**config.mk**
```make
export PLATFORM = sky130hd
export DESIGN_NAME = bscan_pin_chain
export DESIGN_NICKNAME = d
export VERILOG_FILES = /design/src/rtl/bscan_pin_chain.sv
export SDC_FILE = /design/constraint.sdc
export NUM_CORES = 1
export LEC_CHECK = 0
export BUFFER_PORTS_ARGS = -buffer_cell sky130_fd_sc_hd__buf_2
export CAP_MARGIN = 20
export CORE_MARGIN = 2
export CORE_UTILIZATION = 48
export DETAILED_ROUTE_END_ITERATION = 10
export PLACE_DENSITY = 0.77
export SETUP_SLACK_MARGIN = 0.5
export SYNTH_ARGS = -nofsm -noshare
export SYNTH_HDL_FRONTEND = slang
export SYNTH_SLANG_ARGS = --single-unit
```
**constraint.sdc**
```tcl
create_clock -name tck -period 1.1 [get_ports tck]
set_input_delay 0.22 -clock tck [delete_from_list [all_inputs] [get_ports tck]]
set_output_delay 0.22 -clock tck [all_outputs]
set_load 0.01 [all_outputs]
```
**src/rtl/bscan_pin_chain.sv**
```systemverilog
module bscan_pin_chain #(
  parameter int NUM_PINS = 3,
  parameter int NUM_IN   = 1,
  parameter int NUM_FILL = 2
) (
  input  logic                tck,
  input  logic                trst_n,
  input  logic                tdi,
  output logic                tdo,
  input  logic                capture_dr,
  input  logic                shift_dr,
  input  logic                update_dr,
  input  logic                extest,
  input  logic [NUM_PINS-1:0] core_out,
  input  logic [NUM_PINS-1:0] core_oe,
  output logic [NUM_PINS-1:0] core_in,
  output logic [NUM_PINS-1:0] pad_out,
  output logic [NUM_PINS-1:0] pad_oe,
  input  logic [NUM_PINS-1:0] pad_in,
  input  logic [NUM_IN-1:0]   in_pad,
  output logic [NUM_IN-1:0]   in_core
);
  localparam int PIN_BASE = NUM_FILL;
  localparam int IN_BASE  = NUM_FILL + 3 * NUM_PINS;
  localparam int LEN      = IN_BASE + NUM_IN;

  logic [LEN-1:0]      chain, cap_val, safe_val;
  logic [NUM_PINS-1:0] ctl_cell, out_cell, ctl_lat, out_lat;

  for (genvar f = 0; f < NUM_FILL; f++) begin : g_fill
    assign cap_val[f]  = 1'b0;
    assign safe_val[f] = 1'b0;
  end

  for (genvar p = 0; p < NUM_PINS; p++) begin : g_pin
    localparam int B = PIN_BASE + 3 * p;
    assign ctl_cell[p]     = chain[B];
    assign out_cell[p]     = chain[B+1];
    assign cap_val[B]      = ~core_oe[p];
    assign cap_val[B+1]    = core_out[p];
    assign cap_val[B+2]    = pad_in[p];
    assign safe_val[B]     = 1'b1;
    assign safe_val[B+1]   = 1'b0;
    assign safe_val[B+2]   = 1'b0;
  end

  for (genvar j = 0; j < NUM_IN; j++) begin : g_inonly
    assign cap_val[IN_BASE+j]  = in_pad[j];
    assign safe_val[IN_BASE+j] = 1'b0;
  end

  always_ff @(posedge tck or negedge trst_n) begin
    if (!trst_n)         chain <= safe_val;
    else if (capture_dr) chain <= cap_val;
    else if (shift_dr)   chain <= {chain[LEN-2:0], tdi};
  end

  always_ff @(posedge tck or negedge trst_n) begin
    if (!trst_n) begin
      ctl_lat <= '1;
      out_lat <= '0;
    end else if (update_dr) begin
      ctl_lat <= ctl_cell;
      out_lat <= out_cell;
    end
  end

  assign tdo     = chain[LEN-1];
  assign pad_out = extest ? out_lat : core_out;
  assign pad_oe  = extest ? ~ctl_lat : core_oe;
  assign core_in = pad_in;
  assign in_core = in_pad;


  ctl_capture_chk: assert property (@(posedge tck) disable iff (!trst_n)
    capture_dr |=> ctl_cell == ~$past(core_oe));


  shift_move_chk: assert property (@(posedge tck) disable iff (!trst_n)
    (shift_dr && !capture_dr) |=> tdo == $past(chain[LEN-2]));


  latch_hold_chk: assert property (@(posedge tck) disable iff (!trst_n)
    !update_dr |=> ($stable(ctl_lat) && $stable(out_lat)));


  extest_drive_chk: assert property (@(posedge tck) disable iff (!trst_n)
    (update_dr && extest) |=> (!extest || (pad_oe == ~$past(ctl_cell) && pad_out == $past(out_cell))));


  chain_idle_chk: assert property (@(posedge tck) disable iff (!trst_n)
    (!capture_dr && !shift_dr) |=> $stable(chain));
endmodule

```
**Word level (Yosys, flattened, before mapping)**

Index checks and enable logic that the tools add are counted.

- Bits in registers: 18
- Input port bits: 17

- Muxes and demuxes: 4
- Bitwise gates (word level): 4
- Reductions and logical operators: 1

Operators with widths:

| operator | number |
|---|---|
| $mux 12 | 2 |
| $mux 3 | 2 |
| $not 1->1 | 3 |
| $not 3->3 | 1 |
| $reduce_bool 2->1 | 1 |

**Logic depth before layout (Yosys ltp)**

- Depth in word-level cells: 2
- Mapped depth: 4

**Worst setup path after synthesis**

Ideal clock, no wire load.

- Kind: input-to-output
- Start point: in extest
- End point: out pad_out[0]
- Arrival time: 0.745 ns
- Path slack: 0.135 ns
- Stages on the path: 2
- Cell sequence: buf_2 -> mux2_2

- Longest elaborated chain between the ends: 1

RTL lines:

| what | line | text |
|---|---|---|
| start: declaration | 13 | `input logic extest,` |
| $mux 3 | 69 | `assign pad_out = extest ? out_lat : core_out;` |
| end: declaration | 17 | `output logic [NUM_PINS-1:0] pad_out,` |

No other way between the ends.

**Final worst setup path**

- Start point: reg out_lat[2]
- End point: out pad_out[2]

- Longest elaborated chain between the ends: 1

RTL lines:

| what | line | text |
|---|---|---|
| start: declaration | 28 | `logic [NUM_PINS-1:0] ctl_cell, out_cell, ctl_lat, out_lat;` |
| start signal: assignment | 64 | `out_lat <= out_cell;` |
| $mux 3 | 69 |  |

No other way between the ends.

==> metrics.cfg <==
[floorplan]
row_count=15
chipWidth_um=46.8
coreArea_um2=1730
ios=28
initial_utilization=0.509
die_h_um=46.8
die_area_um2=2190

[yosys]
yosys_warnings=0
ys_seq_area_frac=0.521
netlist_instances=73
synthesis.nets=90
ys_ff_latch=18
synth_area_um2=878
syn_avg_cell_area_um2=12.0
synth.distinct_cells=13

[timing]
rsz0062_at_grt=true
tightest_slew_ps=400
slew_viol_final=0
hold_viol_final=12
maxSlewHeadroom=0.733
fmax_mhz=760
fin_worst_skew_ps=0.638
setup_viol=6
holdWs_ps=-164
fin_crit_sh=1.20
fin_crit_ps=1320
worst_slack_ps=-215

[grt]
grt_pass1_wl_um=2660
grt_max_degree=20
grt_use_total=0.178
met1_usage=0.230
first_global_vias=549
busiest_layer=met2
use_met2=0.288
grt.overflow.total=0
grtUsageMet3=0.0615
grt_antenna_before_repair=0

[cts]
cts-root-buf=clkbuf_4
cts.sinks=18
cts_buffers=3
cts_tree=done
h-tree-depth=1
cts_buffer_depth=2
worstSkewPairLatency_ps=290
clk_pin_slew_ps=90

[place]
hpwl_um=1070
globalplace.congestion=0.644
portBuffers=27
dp_cells=116

[layout]
stdcell_count=133
area_delta_synth_final_pct=41.6
nets=126
layout-drive-gt1-share=0.556
regArea_um2=458
multi_input_area_um2=387
fillers=136
antenna_cells=0
final_cell_mix=mux2i_1, buf_6, buf_2

[detailed_routing]
drc=0
firstDrtPassIters=2
wl_per_cell_um=13.9
drtIter0Drc=3
drt-total-wl_um=1850
vias=637
viasPerCell=4.79
ant_nets=0

[worst_setup_path]
critPathTopFamily=flip-flops
crit_path_end_kind=primary output
crit_chain=mux2_4, buf_6
rrSetupSlack_ps=110
critPathKind=reg2out
crit_fanout=2
startpoint_type=flip-flop
required_ps=880
cp_slowest_stage_delay_ps=400
cp_num_buf_inv=1
arrival_ps=1100
slowest_stage=dfrtp_1

[run_status]
violations=negative hold slack, negative setup slack
status=finished with violations

[worst_hold_path]
hp-class=in2async

[pwr]
power.density_nw_per_um2=1340
p_leak_nw=0.647
ir_drop_v=0.000918

[run]
drv_cap=0

## stage by stage
step / cell area, um^2 / TNS, ps / power (mW) / utilization / setup slack [ps]
finish: 1240 / -1100 / 1.66 / 0.720 / -215
global route: 1240 / -1350 / 1.75 / 0.720 / -252
CTS: 1160 / -1080 / 1.60 / 0.672 / -197
detailed placement: 1010 / -22.1 / 1.12 / 0.588 / -8.17
global placement: 1010 / 0 / 1.11 / 0.588 / 0.926
floorplan: 960 / 0 / 1.04 / - / 242
## area by class of cell
class,instances,share of cell area
multi-input combinational,44,0.311
timing repair buffer,40,0.261
clock buffer,4,0.0292
inverter,2,0.00604
sequential,18,0.368
tap,25,0.0252
## power breakdown
group	leakage, nW	internal (mW)	switching, mW
clock	0.0210	0.202	0.199
sequential	0.212	0.760	0.0540
combinational	0.415	0.282	0.164
total	0.647	1.24	0.417
## final timing paths
kind | from | endpoint | depth (start not counted)
setup reg to reg | out_lat[0] | out_lat[0] | 3
max in group asynchronous | trst_n | chain[2] | 1
setup / recovery | out_lat[2] | pad_out[2] | 2
min in group tck | core_oe[2] | chain[8] | 2
hold / removal | trst_n | out_lat[2] | 1
hold reg to reg | chain[0] | chain[0] | 2
## per-layer routing
metal  up-vias  wire length (um)
met5         -                 0
met4         0                22
met3         4                79
met2        19               951
met1       299               792
li1        315                 -
## synthesized netlist by cell type
master | instances | share of area
nand2_1 | 7 | 0.030
buf_2 | 3 | 0.017
mux2_2 | 9 | 0.12
o21ai_0 | 2 | 0.011
a21oi_1 | 1 | 0.0057
o21ai_1 | 5 | 0.028
inv_1 | 2 | 0.0086
nor2_1 | 3 | 0.013
buf_4 | 5 | 0.043
dfrtp_1 | 12 | 0.34
dfstp_2 | 6 | 0.18
buf_6 | 1 | 0.013
mux2i_1 | 17 | 0.19
## kinds of logic after synthesis
group / after synthesis / synth area share
AOI/OAI and AO/OA: 8 / 0.0456
DFF: 18 / 0.521
muxes: 26 / 0.309
and+or+nand+nor: 10 / 0.0427
buffers and inverters: 11 / 0.0812
## state kept, by name, summed over array words and instances (netlist names)
signal / flops
out_lat: 3
ctl_lat: 3
chain: 12
## what timing repair did
item,4_1_cts,5_1_grt
hold endpoints to repair,12,12
pin swaps,0,3
resized for setup,12,6
setup endpoints to repair,29,29
buffers inserted,5,8
Power figures use the tool's default switching activity.
